$ cat config.mk
export PLATFORM = sky130hd
export DESIGN_NAME = radix_inc_unit
export DESIGN_NICKNAME = d
export VERILOG_FILES = /design/src/rtl/rinc_pkg.sv /design/src/rtl/rinc_decode.sv /design/src/rtl/rinc_adjust.sv /design/src/rtl/rinc_index_regs.sv /design/src/rtl/radix_inc_unit.sv
export SDC_FILE = /design/constraint.sdc
export NUM_CORES = 1
export LEC_CHECK = 0
export BUFFER_PORTS_ARGS = -buffer_cell sky130_fd_sc_hd__buf_2
export CORE_MARGIN = 2
export CORE_UTILIZATION = 54
export CTS_CLUSTER_SIZE = 40
export DETAILED_ROUTE_END_ITERATION = 7
export GPL_TIMING_DRIVEN = 0
export PLACE_DENSITY = 0.78
export SLEW_MARGIN = 20
export SYNTH_ARGS = -nofsm -noshare
export SYNTH_HDL_FRONTEND = slang
export SYNTH_HIERARCHICAL = 1
export SYNTH_SLANG_ARGS = --single-unit
$ cat constraint.sdc
create_clock -name clk -period 2.9 [get_ports clk]
set_input_delay 0.58 -clock clk [delete_from_list [all_inputs] [get_ports clk]]
set_output_delay 0.58 -clock clk [all_outputs]
set_load 0.005 [all_outputs]
$ cat src/rtl/rinc_pkg.sv
package rinc_pkg;
  localparam int NIB_W  = 4;
  localparam int WORD_W = 13;
  localparam int RAD_W  = NIB_W + 1;
  localparam logic [6:0] OP_MATCH = 7'b1110110;

  typedef enum logic {ST_IDLE, ST_BUSY} rinc_state_t;

  typedef struct packed {
    logic             hit;
    logic             use_y;
    logic             post;
    logic [RAD_W-1:0] radix;
  } rinc_dec_t;
endpackage

$ cat src/rtl/rinc_decode.sv
module rinc_decode
  import rinc_pkg::*;
(
  input  logic [WORD_W-1:0] word,
  output rinc_dec_t         dec
);
  always_comb begin
    dec.hit   = (word[12:6] == OP_MATCH);
    dec.use_y = word[5];
    dec.post  = word[4];
    dec.radix = RAD_W'(16) - {1'b0, word[3:0]};
  end
endmodule

$ cat src/rtl/rinc_adjust.sv
module rinc_adjust
  import rinc_pkg::*;
(
  input  logic [NIB_W-1:0] din,
  input  logic [RAD_W-1:0] radix,
  output logic [NIB_W-1:0] dout,
  output logic             carry,
  output logic             zero
);
  logic [RAD_W-1:0] sum;
  logic [RAD_W-1:0] red;

  always_comb begin
    sum = {1'b0, din} + RAD_W'(1);
    if (sum >= radix) begin
      red   = sum - radix;
      carry = 1'b1;
    end else begin
      red   = sum;
      carry = 1'b0;
    end
    dout = red[NIB_W-1:0];
    zero = (dout == '0);
  end

  always_comb begin
    if (radix != '0 && din < radix && radix <= RAD_W'(16))
      a_inrange_r4: assert (dout < radix[NIB_W-1:0] || radix == RAD_W'(16));
  end
endmodule

$ cat src/rtl/rinc_index_regs.sv
module rinc_index_regs #(
  parameter int ADDR_W  = 16,
  parameter int NUM_IDX = 2
) (
  input  logic                            clk,
  input  logic                            rst_n,
  input  logic [NUM_IDX-1:0]              ld,
  input  logic [NUM_IDX-1:0]              inc,
  input  logic [ADDR_W-1:0]               ld_data,
  output logic [NUM_IDX-1:0][ADDR_W-1:0]  idx
);
  for (genvar g = 0; g < NUM_IDX; g++) begin : g_idx
    always_ff @(posedge clk or negedge rst_n) begin
      if (!rst_n)      idx[g] <= '0;
      else if (ld[g])  idx[g] <= ld_data;
      else if (inc[g]) idx[g] <= idx[g] + 1'b1;
    end

    p_postinc_r6: assert property (@(posedge clk) disable iff (!rst_n)
      (inc[g] && !ld[g]) |=> idx[g] == $past(idx[g]) + 1'b1);

    p_load_wins_r10: assert property (@(posedge clk) disable iff (!rst_n)
      ld[g] |=> idx[g] == $past(ld_data));
  end
endmodule

$ cat src/rtl/radix_inc_unit.sv
module radix_inc_unit
  import rinc_pkg::*;
#(
  parameter int ADDR_W = 16,
  parameter int IMM_W  = 8
) (
  input  logic                 clk,
  input  logic                 rst_n,
  input  logic                 instr_valid,
  output logic                 instr_ready,
  input  logic [WORD_W-1:0]    instr_word,
  input  logic                 ext_set,
  input  logic [IMM_W-1:0]     ext_imm,
  input  logic                 idx_wr_x,
  input  logic                 idx_wr_y,
  input  logic [ADDR_W-1:0]    idx_wdata,
  output logic [ADDR_W-1:0]    x_out,
  output logic [ADDR_W-1:0]    y_out,
  output logic                 mem_rd,
  output logic                 mem_wr,
  output logic [ADDR_W-1:0]    mem_addr,
  input  logic [NIB_W-1:0]     mem_rdata,
  output logic [NIB_W-1:0]     mem_wdata,
  output logic                 flag_c,
  output logic                 flag_z,
  output logic                 flag_e
);
  localparam int PAGE_W = ADDR_W - IMM_W;

  rinc_state_t st;
  rinc_dec_t   dec_in, dec_q;
  logic [ADDR_W-1:0] addr_q, ea;
  logic [IMM_W-1:0]  imm_q;
  logic accept, busy, busy_hit;
  logic adj_c, adj_z;
  logic [1:0] idx_ld, idx_inc;
  logic [1:0][ADDR_W-1:0] idx;

  rinc_decode u_dec (.word(instr_word), .dec(dec_in));

  assign busy        = (st == ST_BUSY);
  assign instr_ready = !busy;
  assign accept      = instr_valid && !busy;
  assign busy_hit    = busy && dec_q.hit;

  always_comb begin
    if (!dec_in.post && flag_e)
      ea = {{PAGE_W{dec_in.use_y}}, imm_q};
    else
      ea = dec_in.use_y ? idx[1] : idx[0];
  end

  assign mem_rd   = accept && dec_in.hit;
  assign mem_wr   = busy_hit;
  assign mem_addr = busy ? addr_q : ea;

  rinc_adjust u_adj (
    .din  (mem_rdata),
    .radix(dec_q.radix),
    .dout (mem_wdata),
    .carry(adj_c),
    .zero (adj_z)
  );

  assign idx_ld  = {idx_wr_y, idx_wr_x};
  assign idx_inc = {busy_hit && dec_q.post && dec_q.use_y,
                    busy_hit && dec_q.post && !dec_q.use_y};

  rinc_index_regs #(.ADDR_W(ADDR_W), .NUM_IDX(2)) u_idx (
    .clk(clk), .rst_n(rst_n), .ld(idx_ld), .inc(idx_inc),
    .ld_data(idx_wdata), .idx(idx)
  );

  assign x_out = idx[0];
  assign y_out = idx[1];

  always_ff @(posedge clk or negedge rst_n) begin
    if (!rst_n) begin
      st     <= ST_IDLE;
      dec_q  <= '0;
      addr_q <= '0;
    end else if (accept) begin
      st     <= ST_BUSY;
      dec_q  <= dec_in;
      addr_q <= ea;
    end else begin
      st     <= ST_IDLE;
    end
  end

  always_ff @(posedge clk or negedge rst_n) begin
    if (!rst_n) begin
      flag_c <= 1'b0;
      flag_z <= 1'b0;
    end else if (busy_hit) begin
      flag_c <= adj_c;
      flag_z <= adj_z;
    end
  end

  always_ff @(posedge clk or negedge rst_n) begin
    if (!rst_n) begin
      flag_e <= 1'b0;
      imm_q  <= '0;
    end else if (ext_set) begin
      flag_e <= 1'b1;
      imm_q  <= ext_imm;
    end else if (busy) begin
      flag_e <= 1'b0;
    end
  end

  p_busy_not_ready_r2: assert property (@(posedge clk) disable iff (!rst_n)
    accept |=> !instr_ready);

  p_write_follows_read_r2: assert property (@(posedge clk) disable iff (!rst_n)
    mem_rd |=> (mem_wr && mem_addr == $past(mem_addr)));

  p_zero_flag_r5: assert property (@(posedge clk) disable iff (!rst_n)
    mem_wr |=> (flag_z == ($past(mem_wdata) == '0)));

  p_miss_keeps_flags_r1: assert property (@(posedge clk) disable iff (!rst_n)
    (busy && !dec_q.hit) |=> ($stable(flag_c) && $stable(flag_z)));

  p_prefix_consumed_r9: assert property (@(posedge clk) disable iff (!rst_n)
    (busy && !ext_set) |=> !flag_e);
endmodule

==> summary.txt, run 1 <==
SYNTH
-----------------------------------------------------------------------------------------------
Net count of the mapped netlist ..................................................          503
Cell accounting for the most synthesized area .................................... sky130_fd_sc_hd__dfrtp_1
Async S/R FF share, synth ........................................................         100%
Share of the yosys chip area belonging to registers ..............................        39.7%
Total standard cell area after synthesis .........................................     4290 um2
Flip-flop and latch count after synthesis ........................................           68
Count of mapped cells out of synthesis ...........................................          446
Top post-synthesis cells by count ................................................ 91 x sky130_fd_sc_hd__nand2_1, 68 x sky130_fd_sc_hd__dfrtp_1, 29 x sky130_fd_sc_hd__o21ai_0, 19 x sky130_fd_sc_hd__xor2_1
Total number of yosys warnings ...................................................            6
Most instantiated library cell after synthesis ................................... sky130_fd_sc_hd__nand2_1
Fraction of post-synthesis cell area in the top cell type by area ................        39.7%
Unique cell type count in the Yosys netlist ......................................           59
Top post-synthesis cells by area ................................................. sky130_fd_sc_hd__dfrtp_1 40%, sky130_fd_sc_hd__nand2_1 8.0%, sky130_fd_sc_hd__o31ai_2 4.4%
Post-synth EDFFs .................................................................            0
Mean cell area of the mapped netlist .............................................     9.62 um2
Leading register cell type out of synthesis ...................................... sky130_fd_sc_hd__dfrtp_1

DRT
-----------------------------------------------------------------------------------------------
Via-per-instance ratio ...........................................................         5.72
Routed wirelength normalized by instance count ...................................      16.9 um
Total length of routed wires .....................................................     11300 um
Residual DRC .....................................................................            0
Initial DRC Count ................................................................          212
Number of vias after detailed routing ............................................         3841
ANT nets after route .............................................................            0
Drt pass-1 iters .................................................................            5

PLACED DESIGN
-----------------------------------------------------------------------------------------------
Post-detail-place hpwl ...........................................................      8360 um
Placer's final routability congestion estimate ...................................        0.872
Worst setup timing slack at the placement stage ..................................      -391 ps
Number of placed cells counting well taps ........................................          650
PortBufs .........................................................................          101

WORST SETUP PATH
-----------------------------------------------------------------------------------------------
Largest fanout on the critical path ..............................................            5
Arrival time worst endpoint ......................................................      2320 ps
Setup crit end kind ..............................................................  output port
Start-to-end type of the worst setup path ........................................       in2out
Critical path launch point type ..................................................   input port
WP data required .................................................................      2320 ps

CLOCKING
-----------------------------------------------------------------------------------------------
Number of H-tree levels ..........................................................            3
Number of sinks driven by the clock tree .........................................           68
Later-pin clock latency in the skew report .......................................       340 ps
Maximum root-to-sink buffer count ................................................            2
Num CTS Buffers ..................................................................            9
Cell chosen for the clock root ................................................... sky130_fd_sc_hd__clkbuf_8
CTS tree .........................................................................        built
Clock input transition at the sequential cells of the worst setup and hold paths .        70 ps
Hold bufs inserted after CTS .....................................................            0

STA
-----------------------------------------------------------------------------------------------
Total Neg Setup Slack ............................................................    -0.812 ps
Worst Tran Pin Value .............................................................       518 ps
Final number of setup-violating endpoints ........................................            1
Maximum clock frequency ..........................................................      345 MHz
Final Slew Violations ............................................................            0
Fin crit share ...................................................................         100%
Final number of hold-violating endpoints .........................................            0
Final hold slack .................................................................       194 ps
Fin crit period ..................................................................      2900 ps
Setup Skew .......................................................................      10.6 ps
Worst slew margin relative to its limit ..........................................        65.5%
Worst-case setup margin in the final layout ......................................    -0.812 ps
Setup repair after global routing missed its margin ..............................          yes

DIE
-----------------------------------------------------------------------------------------------
Std-Cell Core Area ...............................................................     7730 um2
Overall die height ...............................................................      93.1 um
Die Width ........................................................................      93.1 um
Ports placed on the boundary .....................................................          105
Die Outline Area .................................................................     8670 um2
Row count ........................................................................           32
Initial core utilization .........................................................        55.5%

PWR
-----------------------------------------------------------------------------------------------
Worst supply voltage drop on vdd .................................................       248 uV
Leakage ..........................................................................      2.38 nW
PD cells .........................................................................   496 nW/um2

FINAL LAYOUT
-----------------------------------------------------------------------------------------------
End-of-flow core utilization .....................................................        68.1%
Count of inserted antenna diode cells ............................................            0
Count of nets after finishing ....................................................          623
Fin cells ........................................................................          672
Relative area change from synthesis to final layout ..............................        22.7%
Share of cells above drive strength 1 ............................................        35.8%

OUTCOME
-----------------------------------------------------------------------------------------------
Run status ....................................................................... finished with violations
Violations in the final reports .................................................. setup timing

MIN PATH
-----------------------------------------------------------------------------------------------
Type of the most critical hold path ..............................................     in2async

GLOBAL ROUTE
-----------------------------------------------------------------------------------------------
Maximum number of pins on one net before global-route repair .....................           36
Number of antenna violations at the first check in global routing ................            0
Global-route usage over all layers ...............................................        26.8%
Via count of the first global-routing pass .......................................         3630
GRT Residual Overflow ............................................................            0
First-pass GRT wire length .......................................................     18000 um

JOB
-----------------------------------------------------------------------------------------------
Maximum capacitance violations ...................................................            0

sequential cells by signal, summed over array words and instances, names as in the netlist:
register	cells
u_idx/idx	32
addr_q	16
dec_q	8
imm_q	8
busy	1
flag_c	1
flag_e	1
flag_z	1
final timing paths:
path | startpoint | to | slack (ps) | depth (start not counted)
worst min-delay path | rst_n | addr_q[3] | 190 | 1
worst min register to register | addr_q[3] | addr_q[3] | 480 | 2
min in group clk | idx_wdata[2] | u_idx/idx[18] | 470 | 3
worst max-delay path | mem_rdata[0] | mem_wdata[3] | -0.8 | 9
max in group asynchronous | rst_n | u_idx/idx[12] | 2160 | 2
worst max register to register | busy | u_idx/idx[31] | 510 | 10
kinds of logic (layout without fill, tap and decap cells):
kind of cell    count (synthesis)  count (layout)  synth area share [%]
compound gates                 98              98                  18.1
xor+xnor                       28              28                  5.72
fa+ha+maj                      10              10                  3.09
buf+inv                        41             165                  6.30
flops                          68              68                  39.7
mux                            15              15                  3.94
simple gates                  186             186                  23.2
area by class of cell:
type                            count  area [um2]
Timing Repair Buffer              109         597
Clock buffer                       11         141
Buffer                             30         226
Clock inverter                      4        26.3
Tap cell                          102         128
Fill cell                         613        2460
Inverter                           11        43.8
Sequential cell                    68        1700
Multi-Input combinational cell    337        2400
metal layers:
layer / vias to the layer above / GRT usage (%) / wire length (um)
met1: 1833 / 37.3 / 4780
met2: 171 / 42.8 / 5470
met5: - / 0 / 0
li1: 1823 / - / -
met3: 14 / 4.75 / 925
met4: 0 / 8.33 / 174
repair_timing:
item | 4_1_cts | 5_1_grt
pin swaps | 6 | 5
gates resized for setup | 15 | 2
setup buffers | 4 | 3
endpoints found under the setup margin | 4 | 2
report_power, final:
group	switching [mW]	internal, mW	total, mW
logic	0.395	0.369	0.765
clock network	0.350	0.328	0.677
registers	0.115	1.05	1.17
total	0.860	1.75	2.61
placed cells by master, fill, tap and decap left out, types with 3 or more instances in the layout:
master	Yosys	final
sky130_fd_sc_hd__a211oi_1	5	5
sky130_fd_sc_hd__nand3_1	12	12
sky130_fd_sc_hd__o21ai_0	29	29
sky130_fd_sc_hd__buf_12	2	3
sky130_fd_sc_hd__xnor2_1	9	9
sky130_fd_sc_hd__xor2_1	19	18
sky130_fd_sc_hd__buf_4	6	14
sky130_fd_sc_hd__dfrtp_1	68	68
sky130_fd_sc_hd__clkbuf_8	0	10
sky130_fd_sc_hd__nand2_1	91	91
sky130_fd_sc_hd__mux2_2	11	10
sky130_fd_sc_hd__nand2b_1	4	4
sky130_fd_sc_hd__nor2_1	18	18
sky130_fd_sc_hd__and2b_1	3	3
sky130_fd_sc_hd__and3_1	6	6
sky130_fd_sc_hd__mux2i_1	3	3
sky130_fd_sc_hd__nand4_1	11	11
sky130_fd_sc_hd__a21o_1	3	3
sky130_fd_sc_hd__and4_1	3	3
sky130_fd_sc_hd__buf_2	5	103
sky130_fd_sc_hd__a21oi_1	7	7
sky130_fd_sc_hd__buf_6	7	8
sky130_fd_sc_hd__o31ai_2	15	15
sky130_fd_sc_hd__and2_1	4	4
sky130_fd_sc_hd__nor3b_2	8	8
sky130_fd_sc_hd__o31ai_1	18	18
sky130_fd_sc_hd__nor2b_1	6	6
sky130_fd_sc_hd__inv_1	10	10
sky130_fd_sc_hd__ha_1	9	6
sky130_fd_sc_hd__clkbuf_1	10	11
sky130_fd_sc_hd__nor4_1	3	3
sky130_fd_sc_hd__a31oi_1	5	4
worst max-delay path, stage by stage:
cell and delay [ps]:
sky130_fd_sc_hd__buf_8 110, sky130_fd_sc_hd__ha_4 170, sky130_fd_sc_hd__xor2_4 160, sky130_fd_sc_hd__ha_4 260, sky130_fd_sc_hd__a21o_1 190, sky130_fd_sc_hd__a31o_1 230
sky130_fd_sc_hd__and4b_1 240, sky130_fd_sc_hd__nor3_4 220, sky130_fd_sc_hd__buf_2 160
per-stage QoR:
step           total power [mW]  area, um2
2_1_floorplan              1.59       4290
3_3_place_gp               1.83       4920
3_5_place_dp               1.86       4950
4_1_cts                    2.59       5230
5_1_grt                    2.76       5260
6_report                   2.61       5260
No activity file was read; power rests on OpenSTA's default activity.
==> run 2, diff against run 1 <==
- CORE_UTILIZATION: 54 -> 53
- SYNTH_HIERARCHICAL: 1 -> default
==> summary.txt, run 2 <==
GLOBAL ROUTE
-----------------------------------------------------------------------------------------------
Maximum number of pins on one net before global-route repair .....................           36
GRT Residual Overflow ............................................................            0
Global-route usage over all layers ...............................................        28.5%
First-pass GRT wire length .......................................................     16900 um
Via count of the first global-routing pass .......................................         3452
Number of antenna violations at the first check in global routing ................            0

PLACED DESIGN
-----------------------------------------------------------------------------------------------
Post-detail-place hpwl ...........................................................      7940 um
Placer's final routability congestion estimate ...................................        0.937
Number of placed cells counting well taps ........................................          635
PortBufs .........................................................................          102

SYNTH
-----------------------------------------------------------------------------------------------
Async S/R FF share, synth ........................................................         100%
Total number of yosys warnings ...................................................            0
Fraction of post-synthesis cell area in the top cell type by area ................        44.5%
Mean cell area of the mapped netlist .............................................     8.76 um2
Unique cell type count in the Yosys netlist ......................................           35
Net count of the mapped netlist ..................................................          493
Leading register cell type out of synthesis ...................................... sky130_fd_sc_hd__dfrtp_1
Cell accounting for the most synthesized area .................................... sky130_fd_sc_hd__dfrtp_1
Flip-flop and latch count after synthesis ........................................           68
Most instantiated library cell after synthesis ................................... sky130_fd_sc_hd__nand2_1
Top post-synthesis cells by area ................................................. sky130_fd_sc_hd__dfrtp_1 45%, sky130_fd_sc_hd__o21ai_0 10%, sky130_fd_sc_hd__nand2_1 8.9%
Post-synth EDFFs .................................................................            0
Top post-synthesis cells by count ................................................ 91 x sky130_fd_sc_hd__nand2_1, 77 x sky130_fd_sc_hd__o21ai_0, 68 x sky130_fd_sc_hd__dfrtp_1, 24 x sky130_fd_sc_hd__nor2_1, 24 x sky130_fd_sc_hd__xor2_1
Share of the yosys chip area belonging to registers ..............................        44.5%
Total standard cell area after synthesis .........................................     3820 um2
Count of mapped cells out of synthesis ...........................................          436

DIE
-----------------------------------------------------------------------------------------------
Die Outline Area .................................................................     7900 um2
Initial core utilization .........................................................        55.6%
Overall die height ...............................................................      88.9 um
Ports placed on the boundary .....................................................          105
Die Width ........................................................................      88.9 um
Row count ........................................................................           30
Std-Cell Core Area ...............................................................     6870 um2

WORST SETUP PATH
-----------------------------------------------------------------------------------------------
Highest-delay cell along the critical path ....................................... sky130_fd_sc_hd__mux2_4
Largest fanout on the critical path ..............................................            4
Path depth of the worst reg2reg path .............................................            8
Arrival time worst endpoint ......................................................      2260 ps
Worst flop-to-flop path startpoint ...............................................     dec_q[0]
Maximum single-stage delay on the critical path ..................................       290 ps
Critical path launch point ....................................................... mem_rdata[1]
Crit-path cells .................................................................. buf_4, ha_4, xnor2_2, inv_2, ha_4, o21a_1, o31ai_2, a21oi_2, nor2_4, mux2_4, buf_2
Setup crit end kind ..............................................................  output port
Cell type with the highest occurrence count on the critical path ................. sky130_fd_sc_hd__ha_4
Start-to-end type of the worst setup path ........................................       in2out
Endpoint of the most critical register-to-register path ..........................       flag_z
WP data required .................................................................      2320 ps
Critical path launch point type ..................................................   input port
Register-to-register setup slack .................................................      1010 ps

FINAL LAYOUT
-----------------------------------------------------------------------------------------------
Leading cell type in the layout, fill and taps excluded .......................... sky130_fd_sc_hd__buf_2
Register name with the most flops ................................................    u_idx.idx
Largest register FFs .............................................................           32
Count of inserted antenna diode cells ............................................            0
Commonest non-fill, non-tap cells in the layout .................................. 100 x sky130_fd_sc_hd__buf_2, 91 x sky130_fd_sc_hd__nand2_1, 76 x sky130_fd_sc_hd__o21ai_0, 68 x sky130_fd_sc_hd__dfrtp_1, 24 x sky130_fd_sc_hd__xor2_1
Relative area change from synthesis to final layout ..............................        24.3%
Share of cells above drive strength 1 ............................................        26.8%
Top Registers .................................................................... u_idx.idx x32, addr_q x16
Fin cells ........................................................................          656
Count of nets after finishing ....................................................          613

STA
-----------------------------------------------------------------------------------------------
Final number of setup-violating endpoints ........................................            0
Final Slew Violations ............................................................            0
Fin crit period ..................................................................      2840 ps
Worst Tran Pin Value .............................................................       547 ps
Final hold slack .................................................................       194 ps
Final number of hold-violating endpoints .........................................            0
Worst slew margin relative to its limit ..........................................        63.5%
Maximum clock frequency ..........................................................      352 MHz
Setup Skew .......................................................................      9.27 ps
Fin crit share ...................................................................        97.8%

DRT
-----------------------------------------------------------------------------------------------
Residual DRC .....................................................................            0
ANT nets after route .............................................................            0
Total length of routed wires .....................................................     10700 um
Drt pass-1 iters .................................................................            5
Via-per-instance ratio ...........................................................         5.64
Routed wirelength normalized by instance count ...................................      16.3 um
Initial DRC Count ................................................................          268
Number of vias after detailed routing ............................................         3703

CLOCKING
-----------------------------------------------------------------------------------------------
CTS tree .........................................................................        built
Clock input transition at the sequential cells of the worst setup and hold paths .        70 ps
Hold bufs inserted after CTS .....................................................            0
Num CTS Buffers ..................................................................            9
Number of H-tree levels ..........................................................            3
Maximum root-to-sink buffer count ................................................            2
Later-pin clock latency in the skew report .......................................       350 ps
Cell chosen for the clock root ................................................... sky130_fd_sc_hd__clkbuf_8
Number of sinks driven by the clock tree .........................................           68

PWR
-----------------------------------------------------------------------------------------------
Leakage ..........................................................................      2.24 nW
Worst supply voltage drop on vdd .................................................       282 uV
PD cells .........................................................................   524 nW/um2

JOB
-----------------------------------------------------------------------------------------------
Maximum capacitance violations ...................................................            0

OUTCOME
-----------------------------------------------------------------------------------------------
Run status .......................................................................    completed

MIN PATH
-----------------------------------------------------------------------------------------------
Type of the most critical hold path ..............................................     in2async

run 2: cell types whose count changed after synthesis, sizes merged, moves of 4 or more:
cell	previous run	this run
nor2b	7	1
nand4	12	6
nor3b	10	0
a31oi	6	0
mux2i	3	12
clkbuf	10	18
a21o	3	9
a211oi	9	0
nor2	18	24
or3	4	0
xor2	19	24
o31ai	33	1
o21ai	30	81
buf	20	3
run 2: repair_timing:
item	CTS	global route
resized for setup	12	3
buffers inserted	5	1
pin swaps	6	2
cloned	0	0
setup endpoints to repair	4	3
run 2: worst max-delay path by stage:
stage                   end  slack, ps  cells after the start
3_3_place_gp   mem_wdata[1]       -340                     11
4_1_cts        mem_wdata[2]          1                     12
3_5_place_dp   mem_wdata[1]       -380                     11
2_1_floorplan  mem_wdata[1]         80                      9
6_report       mem_wdata[1]         60                     11
5_1_grt        mem_wdata[2]        -10                     12
run 2: power breakdown:
group          internal [mW]  switching [mW]  total [mW]
clock                  0.302           0.348       0.650
sequential              1.06           0.106        1.17
combinational          0.316           0.355       0.671
total                   1.68           0.809        2.49
run 2: worst max-delay path: cells and delay by family:
kind            cells  cell delay [ps]
mux                 1              290
buf+inv             3              320
fa+ha+maj           2              420
xor+xnor            1              150
compound gates      3              420
simple gates        1               70
run 2: cell families (layout without fill, tap and decap cells):
logic type,after synthesis,after routing,share of synthesized area (%)
muxes,24,24,6.68
DFF,68,68,44.5
and+or+nand+nor,159,159,18.8
xor gates and xnor gates,36,36,8.25
buffers and inverters,33,157,3.47
AOI/OAI and AO/OA,106,106,14.8
adders and majority gates,10,10,3.47
run 2: final cells by class:
type,instances,area [um2]
clock buffer,12,135
clock inverter,3,15.0
tap,96,120
buffer,21,87.6
sequential,68,1700
timing repair buffer,109,587
inverter,12,45.0
multi-input combinational,335,2060
fill,563,2120
run 2: routing by layer:
metal	vias up	GRT usage (%)	routed length (um)
met5	-	0	0
met1	1781	37.9	4420
met4	0	9.78	209
met3	22	5.45	839
li1	1723	-	-
met2	177	47.0	5260
run 2: through the flow:
step / total power, mW / worst slack, ps / setup TNS [ps] / area (um2) / util [%]
floorplan: 1.51 / 75.9 / 0 / 3820 / -
global placement: 1.75 / -338 / -805 / 4450 / 64.8
detailed placement: 1.78 / -380 / -1070 / 4480 / 65.2
CTS: 2.47 / 1.39 / 0 / 4730 / 68.9
global route: 2.63 / -12.7 / -12.7 / 4750 / 69.1
finish: 2.49 / 63.1 / 0 / 4750 / 69.1
==> run 3, diff against run 2 <==
- CORE_UTILIZATION: 53 -> 48
- GPL_ROUTABILITY_DRIVEN: default -> 1
- PLACE_DENSITY: 0.78 -> 0.74
- clock period: 2.9 -> 2.3 ns (I/O delays scaled with it)
==> summary.txt, run 3 (same netlist as run 2, synthesis figures left out) <==
STA
-----------------------------------------------------------------------------------------------
Worst-case setup margin in the final layout ......................................      -354 ps
Setup Skew .......................................................................      7.60 ps
Final Slew Violations ............................................................            0
Total Neg Setup Slack ............................................................     -1250 ps
Final number of setup-violating endpoints ........................................            4
Worst slew margin relative to its limit ..........................................        62.2%
Fin crit share ...................................................................         115%
Final number of hold-violating endpoints .........................................            0
Worst Tran Pin Value .............................................................       563 ps
Setup repair after global routing missed its margin ..............................          yes
Maximum clock frequency ..........................................................      377 MHz
Fin crit period ..................................................................      2650 ps

FINAL LAYOUT
-----------------------------------------------------------------------------------------------
Count of nets after finishing ....................................................          616
Relative area change from synthesis to final layout ..............................        27.5%
Area of the multi-input gates ....................................................     2070 um2
Largest register FFs .............................................................           32
Register name with the most flops ................................................    u_idx.idx
Top Registers .................................................................... u_idx.idx x32, addr_q x16
Leading cell type in the layout, fill and taps excluded .......................... sky130_fd_sc_hd__buf_2
Fin cells ........................................................................          666
Share of cells above drive strength 1 ............................................        28.4%
Commonest non-fill, non-tap cells in the layout .................................. 100 x sky130_fd_sc_hd__buf_2, 91 x sky130_fd_sc_hd__nand2_1, 74 x sky130_fd_sc_hd__o21ai_0, 68 x sky130_fd_sc_hd__dfrtp_1, 24 x sky130_fd_sc_hd__xor2_1
Count of inserted antenna diode cells ............................................            0
Number of fill cells in the layout ...............................................          683
Area of all sequential standard cells ............................................     1700 um2

WORST SETUP PATH
-----------------------------------------------------------------------------------------------
Endpoint of the most critical register-to-register path .......................... u_idx.idx[25]
Start-to-end type of the worst setup path ........................................       in2out
Worst flop-to-flop path startpoint ...............................................         busy
Arrival time worst endpoint ......................................................      2190 ps
Setup crit end kind ..............................................................  output port
Path depth of the worst reg2reg path .............................................            6
Cell type with the highest occurrence count on the critical path ................. sky130_fd_sc_hd__ha_4
Crit-path cells .................................................................. buf_8, ha_4, xnor2_4, inv_2, ha_4, o21a_1, o31ai_4, a21oi_2, nor2_4, mux2_4, buf_6
WP data required .................................................................      1840 ps
Maximum single-stage delay on the critical path ..................................       310 ps
Largest fanout on the critical path ..............................................            4
Critical path launch point type ..................................................   input port
Highest-delay cell along the critical path ....................................... sky130_fd_sc_hd__mux2_4
Register-to-register setup slack .................................................       380 ps

GLOBAL ROUTE
-----------------------------------------------------------------------------------------------
Number of antenna violations at the first check in global routing ................            0
Via count of the first global-routing pass .......................................         3595
Global-route usage over all layers ...............................................        25.9%
First-pass GRT wire length .......................................................     17500 um
GRT Residual Overflow ............................................................            0
Maximum number of pins on one net before global-route repair .....................           37

DRT
-----------------------------------------------------------------------------------------------
Initial DRC Count ................................................................          241
DR WL met3 .......................................................................       765 um
ANT nets after route .............................................................            0
Residual DRC .....................................................................            0
Met1 Routed Length ...............................................................      4640 um
Drt pass-1 iters .................................................................            5
Number of vias after detailed routing ............................................         3698
Top layer reached by signal wires ................................................         met4
Via-per-instance ratio ...........................................................         5.55
Total length of routed wires .....................................................     10900 um
Routed wirelength normalized by instance count ...................................      16.3 um
Routed length on met2 ............................................................      5270 um

OUTCOME
-----------------------------------------------------------------------------------------------
Violations in the final reports .................................................. setup timing
Run status ....................................................................... finished with violations

CLOCKING
-----------------------------------------------------------------------------------------------
Number of sinks driven by the clock tree .........................................           68
Hold bufs inserted after CTS .....................................................            0
Cell chosen for the clock root ................................................... sky130_fd_sc_hd__clkbuf_8
Num CTS Buffers ..................................................................            9
Later-pin clock latency in the skew report .......................................       340 ps
CTS tree .........................................................................        built
Maximum root-to-sink buffer count ................................................            2
Clock input transition at the sequential cells of the worst setup and hold paths .        80 ps
Number of H-tree levels ..........................................................            3

DIE
-----------------------------------------------------------------------------------------------
Die Width ........................................................................      93.2 um
Row count ........................................................................           32
Ports placed on the boundary .....................................................          105
Initial core utilization .........................................................        49.4%
Overall die height ...............................................................      93.2 um
Std-Cell Core Area ...............................................................     7730 um2
Die Outline Area .................................................................     8690 um2

JOB
-----------------------------------------------------------------------------------------------
Maximum capacitance violations ...................................................            0

MIN PATH
-----------------------------------------------------------------------------------------------
Type of the most critical hold path ..............................................     in2async

PWR
-----------------------------------------------------------------------------------------------
PD cells .........................................................................   694 nW/um2
Combinational fraction of design power ...........................................        26.2%
Leakage ..........................................................................      2.30 nW
Total Power Consumption ..........................................................      3.38 mW
Internal power ...................................................................      2.32 mW
Share of total power in the clock network ........................................        30.2%
Worst supply voltage drop on vdd .................................................       344 uV
Net switching power of the design ................................................      1.06 mW
Part of the power in registers ...................................................        43.6%
Net switching fraction of the power ..............................................        31.3%

PLACED DESIGN
-----------------------------------------------------------------------------------------------
Placer's final routability congestion estimate ...................................        0.887
Worst setup timing slack at the placement stage ..................................      -549 ps
Number of placed cells counting well taps ........................................          641
Post-detail-place hpwl ...........................................................      7880 um
PortBufs .........................................................................          102

-- run 3: power by group through the flow --
stage	sequential [mW]	clock, mW	combinational [mW]
finish	1.47	1.02	0.886
global route	1.49	1.07	0.980
CTS	1.47	1.03	0.854
detailed placement	1.49	0	0.776
global placement	1.48	0	0.743
floorplan	1.46	0	0.454
-- run 3: worst max-delay path by stage --
stage                               to          from  depth (start not counted)  slack, ps
final                     mem_wdata[1]  mem_rdata[0]                         11       -350
after global routing      mem_wdata[0]  mem_rdata[2]                         10       -390
after CTS                 mem_wdata[1]  mem_rdata[0]                         11       -300
after detailed placement  mem_wdata[1]  mem_rdata[0]                         11       -550
after global placement    mem_wdata[1]  mem_rdata[0]                         11       -520
after floorplan           mem_wdata[1]  mem_rdata[0]                          9        -80
-- run 3: final cells by class --
| class | instances | area share, % |
|---|---|---|
| Multi-Input combinational cell | 335 | 42.5 |
| Sequential cell | 68 | 34.9 |
| Timing Repair Buffer | 113 | 12.9 |
| Clock buffer | 12 | 3.19 |
| Tap cell | 102 | 2.62 |
| Buffer | 20 | 1.93 |
| Clock inverter | 4 | 0.976 |
| Inverter | 12 | 0.925 |
-- run 3: critical path: cells and delay by family --
| kind | cells | cell delay [ps] |
|---|---|---|
| buf+inv | 3 | 290 |
| mux | 1 | 310 |
| xor+xnor | 1 | 150 |
| simple gates | 1 | 70 |
| compound gates | 3 | 480 |
| fa+ha+maj | 2 | 440 |
-- run 3: routing by layer --
layer	up-vias	GRT usage [%]
met5	-	0
met3	22	3.87
met2	150	43.1
met4	0	10.2
met1	1793	34.3
li1	1733	-
-- run 3: metrics by stage --
step                area [um2]  hold slack, ps  utilization (%)
CTS                       4840            67.8             62.6
detailed placement        4520             439             58.5
finish                    4870            54.9             63.0
floorplan                 3860             164                -
global placement          4500             460             58.2
global route              4870            94.1             63.0
-- run 3: repair_timing --
item | CTS | global route
pin swaps | 5 | 3
cloned | 0 | 0
gates resized for setup | 15 | 9
setup endpoints to repair | 19 | 14
setup buffers | 7 | 3
hold endpoints to repair | 0 | 0
